### config.mk
export PLATFORM = sky130hd
export DESIGN_NAME = dma_prefetch_fifo
export DESIGN_NICKNAME = d
export VERILOG_FILES = /design/src/rtl/dpf_pkg.sv /design/src/rtl/dpf_byte_fifo.sv /design/src/rtl/dpf_slot_ring.sv /design/src/rtl/dma_prefetch_fifo.sv
export SDC_FILE = /design/constraint.sdc
export NUM_CORES = 1
export LEC_CHECK = 0
export BUFFER_PORTS_ARGS = -buffer_cell sky130_fd_sc_hd__clkbuf_2
export CAP_MARGIN = 20
export CORE_MARGIN = 1
export CORE_UTILIZATION = 30
export CTS_CLUSTER_DIAMETER = 40
export DETAILED_ROUTE_END_ITERATION = 10
export GPL_ROUTABILITY_DRIVEN = 1
export PLACE_DENSITY_LB_ADDON = 0.1
export SLEW_MARGIN = 15
export SYNTH_ARGS = -nofsm -noshare
export SYNTH_HDL_FRONTEND = slang
export SYNTH_HIERARCHICAL = 1
export SYNTH_SLANG_ARGS = --single-unit
### constraint.sdc
create_clock -name clk -period 9.2 [get_ports clk]
set_clock_uncertainty 0.15 [all_clocks]
set_input_delay 1.38 -clock clk [delete_from_list [all_inputs] [get_ports clk]]
set_output_delay 1.38 -clock clk [all_outputs]
set_load 0.01 [all_outputs]
### src/rtl/dpf_pkg.sv
package dpf_pkg;
    typedef enum logic [1:0] {
        ST_IDLE  = 2'd0,
        ST_FILL  = 2'd1,
        ST_DRAIN = 2'd2
    } fill_state_e;
endpackage

### src/rtl/dpf_byte_fifo.sv
module dpf_byte_fifo #(
    parameter int DEPTH  = 16,
    parameter int WR_MAX = 4,
    parameter int RD_MAX = 8,
    localparam int PW  = $clog2(DEPTH),
    localparam int CW  = $clog2(DEPTH + 1),
    localparam int WLW = $clog2(WR_MAX + 1),
    localparam int RLW = $clog2(RD_MAX + 1)
) (
    input  logic                clk,
    input  logic                rst_n,
    input  logic                wr_en,
    input  logic [WLW-1:0]      wr_len,
    input  logic [8*WR_MAX-1:0] wr_data,
    input  logic                rd_en,
    input  logic [RLW-1:0]      rd_len,
    output logic [8*RD_MAX-1:0] peek,
    output logic [CW-1:0]       occ
);
    logic [7:0]    mem [DEPTH];
    logic [PW-1:0] wp, rp;

    always_ff @(posedge clk) begin
        for (int i = 0; i < WR_MAX; i++) begin
            if (wr_en && (i < int'(wr_len))) begin
                mem[wp + PW'(i)] <= wr_data[8*i +: 8];
            end
        end
    end

    always_ff @(posedge clk) begin
        if (!rst_n) begin
            wp  <= '0;
            rp  <= '0;
            occ <= '0;
        end else begin
            if (wr_en) wp <= wp + PW'(wr_len);
            if (rd_en) rp <= rp + PW'(rd_len);
            occ <= occ + (wr_en ? CW'(wr_len) : '0) - (rd_en ? CW'(rd_len) : '0);
        end
    end

    always_comb begin
        for (int j = 0; j < RD_MAX; j++) begin
            peek[8*j +: 8] = mem[rp + PW'(j)];
        end
    end

    AST_FIFO_NO_UNDERFLOW: assert property (@(posedge clk) disable iff (!rst_n)
        rd_en |-> (int'(rd_len) <= int'(occ)));
    AST_FIFO_NO_OVERFLOW: assert property (@(posedge clk) disable iff (!rst_n)
        wr_en |-> (int'(occ) + int'(wr_len) <= DEPTH));
endmodule

### src/rtl/dpf_slot_ring.sv
module dpf_slot_ring #(
    parameter int SLOTS   = 3,
    parameter int MAX_REQ = 4,
    parameter int PEND_W  = 5,
    localparam int SIDW = (SLOTS > 1) ? $clog2(SLOTS) : 1,
    localparam int SCW  = $clog2(SLOTS + 1),
    localparam int RLW  = $clog2(MAX_REQ + 1)
) (
    input  logic                 clk,
    input  logic                 rst_n,
    input  logic                 alloc,
    input  logic [RLW-1:0]       alloc_len,
    input  logic                 cpl_valid,
    input  logic [SIDW-1:0]      cpl_slot,
    input  logic [8*MAX_REQ-1:0] cpl_data,
    input  logic                 cancel_all,
    output logic                 slot_free,
    output logic [SIDW-1:0]      alloc_id,
    output logic                 retire,
    output logic [RLW-1:0]       retire_len,
    output logic                 retire_cancel,
    output logic [8*MAX_REQ-1:0] retire_data,
    output logic [SCW-1:0]       count,
    output logic [PEND_W-1:0]    pend
);
    localparam logic [SIDW-1:0] LAST = SIDW'(SLOTS - 1);

    logic [SLOTS-1:0]     busy, done_q, canc;
    logic [RLW-1:0]       size_q [SLOTS];
    logic [8*MAX_REQ-1:0] data_q [SLOTS];
    logic [SIDW-1:0]      head, tail;

    assign slot_free     = (count < SCW'(SLOTS));
    assign alloc_id      = tail;
    assign retire        = (count != '0) && done_q[head];
    assign retire_len    = size_q[head];
    assign retire_cancel = canc[head];
    assign retire_data   = data_q[head];

    always_ff @(posedge clk) begin
        if (!rst_n) begin
            busy   <= '0;
            done_q <= '0;
            canc   <= '0;
            head   <= '0;
            tail   <= '0;
            count  <= '0;
            pend   <= '0;
            for (int i = 0; i < SLOTS; i++) begin
                size_q[i] <= '0;
                data_q[i] <= '0;
            end
        end else begin
            for (int i = 0; i < SLOTS; i++) begin
                if (alloc && (tail == SIDW'(i))) begin
                    busy[i]   <= 1'b1;
                    done_q[i] <= 1'b0;
                    canc[i]   <= 1'b0;
                    size_q[i] <= alloc_len;
                end else begin
                    if (retire && (head == SIDW'(i))) begin
                        busy[i]   <= 1'b0;
                        done_q[i] <= 1'b0;
                    end
                    if (cpl_valid && (cpl_slot == SIDW'(i))) begin
                        done_q[i] <= 1'b1;
                        data_q[i] <= cpl_data;
                    end
                    if (cancel_all && busy[i]) canc[i] <= 1'b1;
                end
            end
            if (alloc)  tail <= (tail == LAST) ? '0 : tail + 1'b1;
            if (retire) head <= (head == LAST) ? '0 : head + 1'b1;
            count <= count + SCW'(alloc) - SCW'(retire);
            pend  <= pend + (alloc ? PEND_W'(alloc_len) : '0)
                          - (retire ? PEND_W'(size_q[head]) : '0);
        end
    end

    AST_SLOT_LIMIT: assert property (@(posedge clk) disable iff (!rst_n)
        int'(count) <= SLOTS);
    AST_CPL_OWNED: assert property (@(posedge clk) disable iff (!rst_n)
        cpl_valid |-> (int'(cpl_slot) < SLOTS) && busy[cpl_slot] && !done_q[cpl_slot]);
endmodule

### src/rtl/dma_prefetch_fifo.sv
module dma_prefetch_fifo
    import dpf_pkg::*;
#(
    parameter int AW         = 16,
    parameter int FIFO_BYTES = 16,
    parameter int MAX_REQ    = 4,
    parameter int SLOTS      = 3,
    parameter int MAX_GET    = 8,
    localparam int CNTW = $clog2(FIFO_BYTES + 1),
    localparam int RLW  = $clog2(MAX_REQ + 1),
    localparam int GLW  = $clog2(MAX_GET + 1),
    localparam int SIDW = (SLOTS > 1) ? $clog2(SLOTS) : 1,
    localparam int SCW  = $clog2(SLOTS + 1)
) (
    input  logic                 clk,
    input  logic                 rst_n,
    input  logic                 start_i,
    input  logic [AW-1:0]        start_addr_i,
    input  logic [AW-1:0]        start_size_i,
    input  logic                 stop_i,
    output logic                 req_valid_o,
    input  logic                 req_ready_i,
    output logic [AW-1:0]        req_addr_o,
    output logic [RLW-1:0]       req_len_o,
    output logic [SIDW-1:0]      req_slot_o,
    input  logic                 cpl_valid_i,
    input  logic [SIDW-1:0]      cpl_slot_i,
    input  logic [8*MAX_REQ-1:0] cpl_data_i,
    input  logic                 get_i,
    input  logic [GLW-1:0]       get_len_i,
    output logic                 get_done_o,
    output logic                 get_ok_o,
    output logic [8*MAX_GET-1:0] get_data_o,
    output logic                 eob_o,
    output logic                 idle_o
);
    fill_state_e state, state_nx;

    logic [AW-1:0]        next_addr, end_addr, remaining;
    logic [RLW-1:0]       req_size;
    logic [CNTW+1:0]      credit_sum;
    logic                 credit_ok, issue, last_issue, start_ok, get_fits, wr_en;
    logic                 slot_free, retire, retire_cancel;
    logic [SIDW-1:0]      alloc_id;
    logic [RLW-1:0]       retire_len;
    logic [8*MAX_REQ-1:0] retire_data;
    logic [SCW-1:0]       slot_count;
    logic [CNTW-1:0]      pend, occ;
    logic [8*MAX_GET-1:0] peek;

    assign remaining  = end_addr - next_addr;
    assign req_size   = (remaining >= AW'(MAX_REQ)) ? RLW'(MAX_REQ) : remaining[RLW-1:0];
    assign credit_sum = (CNTW+2)'(occ) + (CNTW+2)'(pend) + (CNTW+2)'(req_size);
    assign credit_ok  = credit_sum <= (CNTW+2)'(FIFO_BYTES);
    assign start_ok   = start_i && !stop_i && (state != ST_FILL);
    assign get_fits   = int'(get_len_i) <= int'(occ);
    assign wr_en      = retire && !(retire_cancel || stop_i);

    // Output process: request channel derived from state and credit
    always_comb begin
        req_valid_o = (state == ST_FILL) && (remaining != '0) && slot_free
                      && credit_ok && !stop_i;
        req_addr_o  = next_addr;
        req_len_o   = req_size;
        req_slot_o  = alloc_id;
        issue       = req_valid_o && req_ready_i;
        last_issue  = issue && (remaining == AW'(req_size));
    end

    // Next-state process
    always_comb begin
        state_nx = state;
        unique case (state)
            ST_IDLE:  if (start_ok && start_size_i != '0) state_nx = ST_FILL;
            ST_FILL:  if (stop_i || last_issue)          state_nx = ST_DRAIN;
            ST_DRAIN: begin
                if (start_ok && start_size_i != '0) state_nx = ST_FILL;
                else if (slot_count == '0)          state_nx = ST_IDLE;
            end
            default:  state_nx = ST_IDLE;
        endcase
    end

    // State register and block-address registers
    always_ff @(posedge clk) begin
        if (!rst_n) begin
            state      <= ST_IDLE;
            next_addr  <= '0;
            end_addr   <= '0;
            eob_o      <= 1'b0;
            idle_o     <= 1'b0;
            get_done_o <= 1'b0;
            get_ok_o   <= 1'b0;
            get_data_o <= '0;
        end else begin
            state <= state_nx;
            if (start_ok) begin
                next_addr <= start_addr_i;
                end_addr  <= start_addr_i + start_size_i;
            end else if (stop_i) begin
                next_addr <= end_addr;
            end else if (issue) begin
                next_addr <= next_addr + AW'(req_size);
            end
            eob_o      <= last_issue;
            idle_o     <= retire && (slot_count == SCW'(1)) && !issue;
            get_done_o <= get_i;
            get_ok_o   <= get_i && get_fits;
            if (get_i) get_data_o <= peek;
        end
    end

    dpf_slot_ring #(
        .SLOTS(SLOTS), .MAX_REQ(MAX_REQ), .PEND_W(CNTW)
    ) u_ring (
        .clk(clk), .rst_n(rst_n),
        .alloc(issue), .alloc_len(req_size),
        .cpl_valid(cpl_valid_i), .cpl_slot(cpl_slot_i), .cpl_data(cpl_data_i),
        .cancel_all(stop_i),
        .slot_free(slot_free), .alloc_id(alloc_id),
        .retire(retire), .retire_len(retire_len), .retire_cancel(retire_cancel),
        .retire_data(retire_data), .count(slot_count), .pend(pend)
    );

    dpf_byte_fifo #(
        .DEPTH(FIFO_BYTES), .WR_MAX(MAX_REQ), .RD_MAX(MAX_GET)
    ) u_fifo (
        .clk(clk), .rst_n(rst_n),
        .wr_en(wr_en), .wr_len(retire_len), .wr_data(retire_data),
        .rd_en(get_i && get_fits), .rd_len(get_len_i),
        .peek(peek), .occ(occ)
    );

    AST_CREDIT_BOUND: assert property (@(posedge clk) disable iff (!rst_n)
        int'(occ) + int'(pend) <= FIFO_BYTES);
    AST_REQ_LEN: assert property (@(posedge clk) disable iff (!rst_n)
        req_valid_o |-> (req_len_o != '0) && (int'(req_len_o) <= MAX_REQ));
    AST_STOP_HALTS: assert property (@(posedge clk) disable iff (!rst_n)
        stop_i |=> !req_valid_o);
    AST_REQ_HOLD: assert property (@(posedge clk) disable iff (!rst_n)
        (req_valid_o && !req_ready_i && !stop_i) |=>
            (stop_i || (req_valid_o && $stable(req_addr_o) && $stable(req_len_o))));
    AST_IDLE_EMPTY: assert property (@(posedge clk) disable iff (!rst_n)
        idle_o |-> (slot_count == '0));
    AST_EOB_ISSUED: assert property (@(posedge clk) disable iff (!rst_n)
        eob_o |-> (next_addr == end_addr) && (state != ST_FILL));
endmodule

==> results of run 1 <==
Yosys cell counts (22+ instances only):
| library cell | number | share of area |
|---|---|---|
| mux4_2 | 205 | 0.17 |
| and2_1 | 24 | 0.0055 |
| a211o_1 | 41 | 0.013 |
| o21ai_0 | 117 | 0.022 |
| nor2b_1 | 22 | 0.0051 |
| inv_1 | 89 | 0.012 |
| xnor2_1 | 27 | 0.0087 |
| nor3_1 | 26 | 0.0048 |
| mux2i_1 | 194 | 0.071 |
| nand3_1 | 45 | 0.0083 |
| a21oi_1 | 89 | 0.016 |
| buf_1 | 34 | 0.0047 |
| nor2_1 | 240 | 0.033 |
| nand2_1 | 252 | 0.035 |
| a311oi_1 | 50 | 0.016 |
| ha_1 | 70 | 0.032 |
| dfxtp_1 | 141 | 0.10 |
| a22oi_1 | 23 | 0.0063 |
| a21o_1 | 68 | 0.019 |
| clkbuf_1 | 119 | 0.016 |
| edfxtp_1 | 233 | 0.26 |
| nor3b_1 | 32 | 0.0088 |
| buf_2 | 39 | 0.0072 |
path summary, 6_finish.rpt:
| path | startpoint | slack (ps) | endpoint | cells after the start |
|---|---|---|---|---|
| worst min register to register | u_ring/canc[1] | 330 | u_ring/canc[1] | 2 |
| worst max register to register | end_addr[0] | 1320 | u_ring/pend[4] | 34 |
| worst max-delay path | end_addr[0] | 1320 | u_ring/pend[4] | 34 |
| worst min-delay path | u_ring/canc[1] | 330 | u_ring/canc[1] | 2 |
flip-flops by register name (all words and copies together), names as in the netlist, 3 cells and up, named ones only:
register,cells
u_ring/canc,3
u_fifo/wp,4
get_data_o,64
u_ring/pend,5
u_ring/busy,3
u_fifo/occ,5
end_addr,16
u_ring/data_q,96
req_addr_o,15
u_fifo/mem,128
u_ring/done_q,3
u_ring/size_q,9
u_fifo/rp,4
worst max-delay path: cells and delay by family, from the launching register on:
kind / cells / cell delay [ps]
buf+inv: 6 / 970
compound gates: 5 / 980
simple gates: 15 / 2900
fa+ha+maj: 8 / 2380
flops: 1 / 370
final cells by class:
| cell class | count | area, sq um | share of cell area |
|---|---|---|---|
| Clock buffer | 85 | 2020 | 0.0628 |
| Clock inverter | 59 | 772 | 0.0240 |
| Inverter | 93 | 349 | 0.0109 |
| Multi-Input combinational cell | 1888 | 16300 | 0.506 |
| Sequential cell | 374 | 9830 | 0.306 |
| Tap cell | 1176 | 1470 | 0.0457 |
| Timing Repair Buffer | 248 | 1450 | 0.0450 |
report_power, final:
part	switching [W]	leakage (nW)	total (W)	internal (W)
combinational	0.00130	7.35	0.00242	0.00112
clock	0.00104	1.33	0.00297	0.00193
sequential	0.000126	3.40	0.00207	0.00194
logic make-up after synthesis:
family / count (synthesis) / synth area share
compound gates: 558 / 0.143
xor+xnor: 47 / 0.0159
fa+ha+maj: 85 / 0.0432
buf+inv: 297 / 0.0451
flops: 374 / 0.361
mux: 420 / 0.250
simple gates: 778 / 0.143
per-stage QoR:
| step | utilization | instance area, sq um |
|---|---|---|
| after floorplan | - | 27200 |
| after global placement | 0.326 | 29300 |
| after detailed placement | 0.326 | 29400 |
| after CTS | 0.357 | 32100 |
| after global routing | 0.357 | 32200 |
| final | 0.357 | 32200 |
metal layers:
metal	routed length, um	GRT usage
met3	7610	0.0401
met4	3000	0.0696
met1	48200	0.324
met2	47700	0.355
met5	13	0
==> impl_metrics.py, run 1 <==
metrics = {
    "cells_and_area": {
        "final_cell_mix": "252 x nand2_1, 239 x nor2_1, 233 x edfxtp_1",
        "fillCellCount": 8938,
        "final_common_cell": "nand2_1",
        "fin_cells": 3923,
        "insertedDiodeCount": 0,
        "nNetsFinal": 2844,
        "area_growth_pct": 18.1,
        "drive_above_1_share": 0.250,
    },
    "global_routing": {
        "grt_max_degree": 71,
        "grt_pass1_vias": 21700,
        "grt-ovfl-total": 0,
        "grt_pass1_wl_um": 154000,
        "antenna_found_initial": 2,
        "grtUsageTotal": 0.229,
    },
    "placement": {
        "dp_cells": 3777,
        "place_congestion": 0.905,
        "portBuffers": 166,
        "dp_worst_setup_slack_ps": 1370,
        "dpl.hpwl_um": 78600,
    },
    "die": {
        "core_sq_mm": 0.0900,
        "fp.dieArea_sq_mm": 0.0920,
        "die_w_um": 303,
        "initial_utilization": 0.303,
        "die_height_um": 303,
        "boundaryPins": 167,
        "fp-row-count": 110,
    },
    "clocking": {
        "hold_buffers": 0,
        "postCtsSetupBuffers": 0,
        "cts_buffers": 77,
        "clock-root-buffer": "clkbuf_16",
        "cts_tree": "yes",
        "cts_resized": 0,
        "cts_max_path_buffers": 3,
        "cts_sinks": 374,
        "clk_pin_slew_ps": 50,
        "insertion_delay_ps": 640,
        "htreeDepth": 3,
    },
    "critical_path": {
        "crit_path_end_kind": "flop",
        "critPathSlowestCell": "inv_2",
        "max_stage_delay_ps": 490,
        "worstPathRequired_ps": 9560,
        "crit_fanout": 22,
        "critPathLaunchType": "flop",
        "worstPathArrival_ps": 8240,
        "path_class": "reg -> reg",
    },
    "route": {
        "drt_wl_total_um": 107000,
        "drtAntennaViolNets": 0,
        "viasPerCell": 5.85,
        "wl_per_cell_um": 27.1,
        "drtIter0Drc": 2272,
        "drcViolationCount": 0,
        "num_vias": 22900,
        "dr.pass1.iters": 7,
    },
    "yosys": {
        "synth_edf_count": 233,
        "synthFlopType": "edfxtp_1",
        "async_reset_ff_frac": 0,
        "ys_seq_elements": 374,
        "syn_inst": 2559,
        "avgSynthCellArea_sq_um": 10.6,
        "yosys_warnings": 6,
        "syn_area_sq_mm": 0.0272,
        "yosysSeqAreaShare": 0.361,
        "syn_nets": 2721,
        "synth_cell_types": 98,
    },
    "timing": {
        "tightest_slew_ps": 1080,
        "fin_ws_ps": 1320,
        "setup_violations": 0,
        "finalSetupTns_ps": 0,
        "min_period_over_period": 0.857,
        "fmax_mhz": 127,
        "grt_setup_unrepaired": "no",
        "relSlewSlack": 0.280,
        "timing_hold_violations_final": 0,
        "min_period_ps": 7880,
        "maxSlewViolCount": 0,
        "whs_ps": 328,
    },
    "worst_hold_path": {
        "hold_path.class": "reg -> reg",
    },
    "power_and_ir_drop": {
        "ir_worst_vdd_uv": 129,
        "p_total_w": 0.00745,
        "p_leak_nw": 12.1,
        "cellPowerDensity_mw_per_mm2": 232,
    },
    "run": {
        "cap_violations": 0,
    },
    "status": {
        "run_status": "complete, no violations",
    },
}
No activity file was read; power rests on OpenSTA's default activity.
==> inputs of run 2 (changes only) <==
Settings changed: PLACE_DENSITY from default to 0.51, PLACE_DENSITY_LB_ADDON 0.1 to default.
==> impl_metrics.py, run 2 (synthesized netlist as in run 1, its figures left out) <==
metrics = {
    "cells_and_area": {
        "nNetsFinal": 2813,
        "fillCellCount": 8945,
        "drive_above_1_share": 0.240,
        "top_regs": "u_fifo/mem: 128 flops, u_ring/data_q: 96 flops, get_data_o: 64 flops",
        "area_growth_pct": 15.6,
        "final_common_cell": "nand2_1",
        "multiInputGateArea_sq_mm": 0.0163,
        "final_cell_mix": "252 x nand2_1, 240 x nor2_1, 233 x edfxtp_1",
        "final-seq-area_sq_mm": 0.00983,
        "largest_reg_flops": 128,
        "largest-register": "u_fifo/mem",
        "insertedDiodeCount": 0,
    },
    "clocking": {
        "cts_sinks": 374,
        "cts_resized": 0,
        "insertion_delay_ps": 660,
        "postCtsSetupBuffers": 0,
        "clk_pin_slew_ps": 50,
        "hold_buffers": 0,
        "cts_max_path_buffers": 3,
        "cts_tree": "yes",
        "cts_buffers": 60,
        "htreeDepth": 2,
        "clock-root-buffer": "clkbuf_16",
    },
    "die": {
        "die_w_um": 303,
        "fp-row-count": 110,
        "fp.dieArea_sq_mm": 0.0920,
        "core_sq_mm": 0.0900,
        "die_height_um": 303,
        "boundaryPins": 167,
        "initial_utilization": 0.303,
    },
    "critical_path": {
        "critPathLaunchType": "flop",
        "r2r-end": "u_ring/pend[3]",
        "path_class": "reg -> reg",
        "crit_fanout": 22,
        "r2r_slack_ps": 1470,
        "worstPathArrival_ps": 8170,
        "max_stage_delay_ps": 540,
        "critPathSlowestCell": "fa_1",
        "crit_path_end_kind": "flop",
        "worstPathRequired_ps": 9640,
        "regToRegStartpoint": "end_addr[0]",
        "crit_buf_inv": 6,
        "rr_worst_depth": 33,
        "path_delay_family": "simple AND/OR/NAND/NOR gates",
    },
    "worst_hold_path": {
        "hold_path.class": "reg -> reg",
        "min_to": "u_ring/canc[1]",
        "hp-start": "u_ring/canc[1]",
        "whs_path_depth": 2,
    },
    "route": {
        "viasPerCell": 5.86,
        "drtIter0Drc": 2604,
        "wl_per_cell_um": 25.9,
        "drcViolationCount": 0,
        "drtAntennaViolNets": 0,
        "drt_wl_total_um": 101000,
        "num_vias": 22700,
        "dr.pass1.iters": 9,
    },
    "timing": {
        "min_period_over_period": 0.840,
        "grt_setup_unrepaired": "no",
        "timing_hold_violations_final": 0,
        "whs_ps": 321,
        "setup_violations": 0,
        "fmax_mhz": 129,
        "maxSlewViolCount": 0,
        "finalSetupTns_ps": 0,
        "min_period_ps": 7730,
        "tightest_slew_ps": 1210,
        "relSlewSlack": 0.195,
    },
    "power_and_ir_drop": {
        "p_total_w": 0.00679,
        "ir_worst_vdd_uv": 154,
        "p_leak_nw": 11.8,
        "cellPowerDensity_mw_per_mm2": 216,
    },
    "global_routing": {
        "grt_max_degree": 71,
        "grt.met1_usage": 0.294,
        "use_met2": 0.338,
        "grt_use_met3": 0.0396,
        "grt_pass1_wl_um": 147000,
        "top_usage_layer": "met2",
        "grtUsageTotal": 0.214,
        "grt-ovfl-total": 0,
        "grt_pass1_vias": 21700,
        "antenna_found_initial": 2,
    },
    "placement": {
        "portBuffers": 166,
        "dpl.hpwl_um": 74000,
        "place_congestion": 0.953,
    },
    "status": {
        "run_status": "complete, no violations",
    },
    "run": {
        "cap_violations": 0,
    },
}
==> run 2: cell count changes in the layout (fill, tap and decap cells not counted), sizes merged <==
cell      before  now
buf           83   69
bufinv        11    6
clkbuf       250  233
clkinv        20   17
clkinvlp      13    7
inv          108  107
==> run 2: power breakdown <==
group | switching (W) | internal, W
Clock | 0.000907 | 0.00145
Sequential | 0.000143 | 0.00194
Combinational | 0.00123 | 0.00111
Total | 0.00228 | 0.00451
==> run 2: how the worst max path moves through the flow <==
stage	start	to	slack (ps)	depth (start not counted)
finish	end_addr[0]	u_ring/pend[3]	1470	33
global route	end_addr[0]	u_ring/pend[3]	850	33
CTS	end_addr[0]	u_ring/pend[3]	1480	33
detailed placement	end_addr[0]	u_ring/pend[3]	1490	33
global placement	end_addr[0]	u_ring/pend[3]	1680	33
floorplan	req_addr_o[5]	u_ring/data_q[1][0]	1040	30
==> run 2: cell type report <==
class,instances,share of cell area
timing repair buffer,234,0.0433
multi-input combinational,1888,0.518
clock buffer,68,0.0510
inverter,93,0.0111
sequential,374,0.312
clock inverter,44,0.0173
tap,1176,0.0468
==> run 2: worst register-to-register path: cells and delay by family, from the launching register on <==
kind,cells,cell delay [ps]
AO/OA/AOI/OAI,7,1310
adder cells (fa/ha/maj),7,2240
multiplexers,1,190
AND/OR/NAND/NOR,12,2390
flip-flops,1,370
buffers and inverters,6,1020
==> run 2: metrics by stage <==
step,utilization,cell area (sq um),std cells,setup WS (ps)
detailed placement,0.325,29300,3762,1490
global route,0.350,31500,3877,854
global placement,0.325,29300,3761,1680
CTS,0.349,31400,3874,1480
floorplan,-,27200,2559,1040
finish,0.350,31500,3877,1470
==> run 2: metal layers <==
| metal | part of all wire | up-vias |
|---|---|---|
| met2 | 0.45 | 1116 |
| li1 | - | 10000 |
| met3 | 0.082 | 183 |
| met4 | 0.034 | 0 |
| met1 | 0.43 | 11400 |
| met5 | 0 | - |
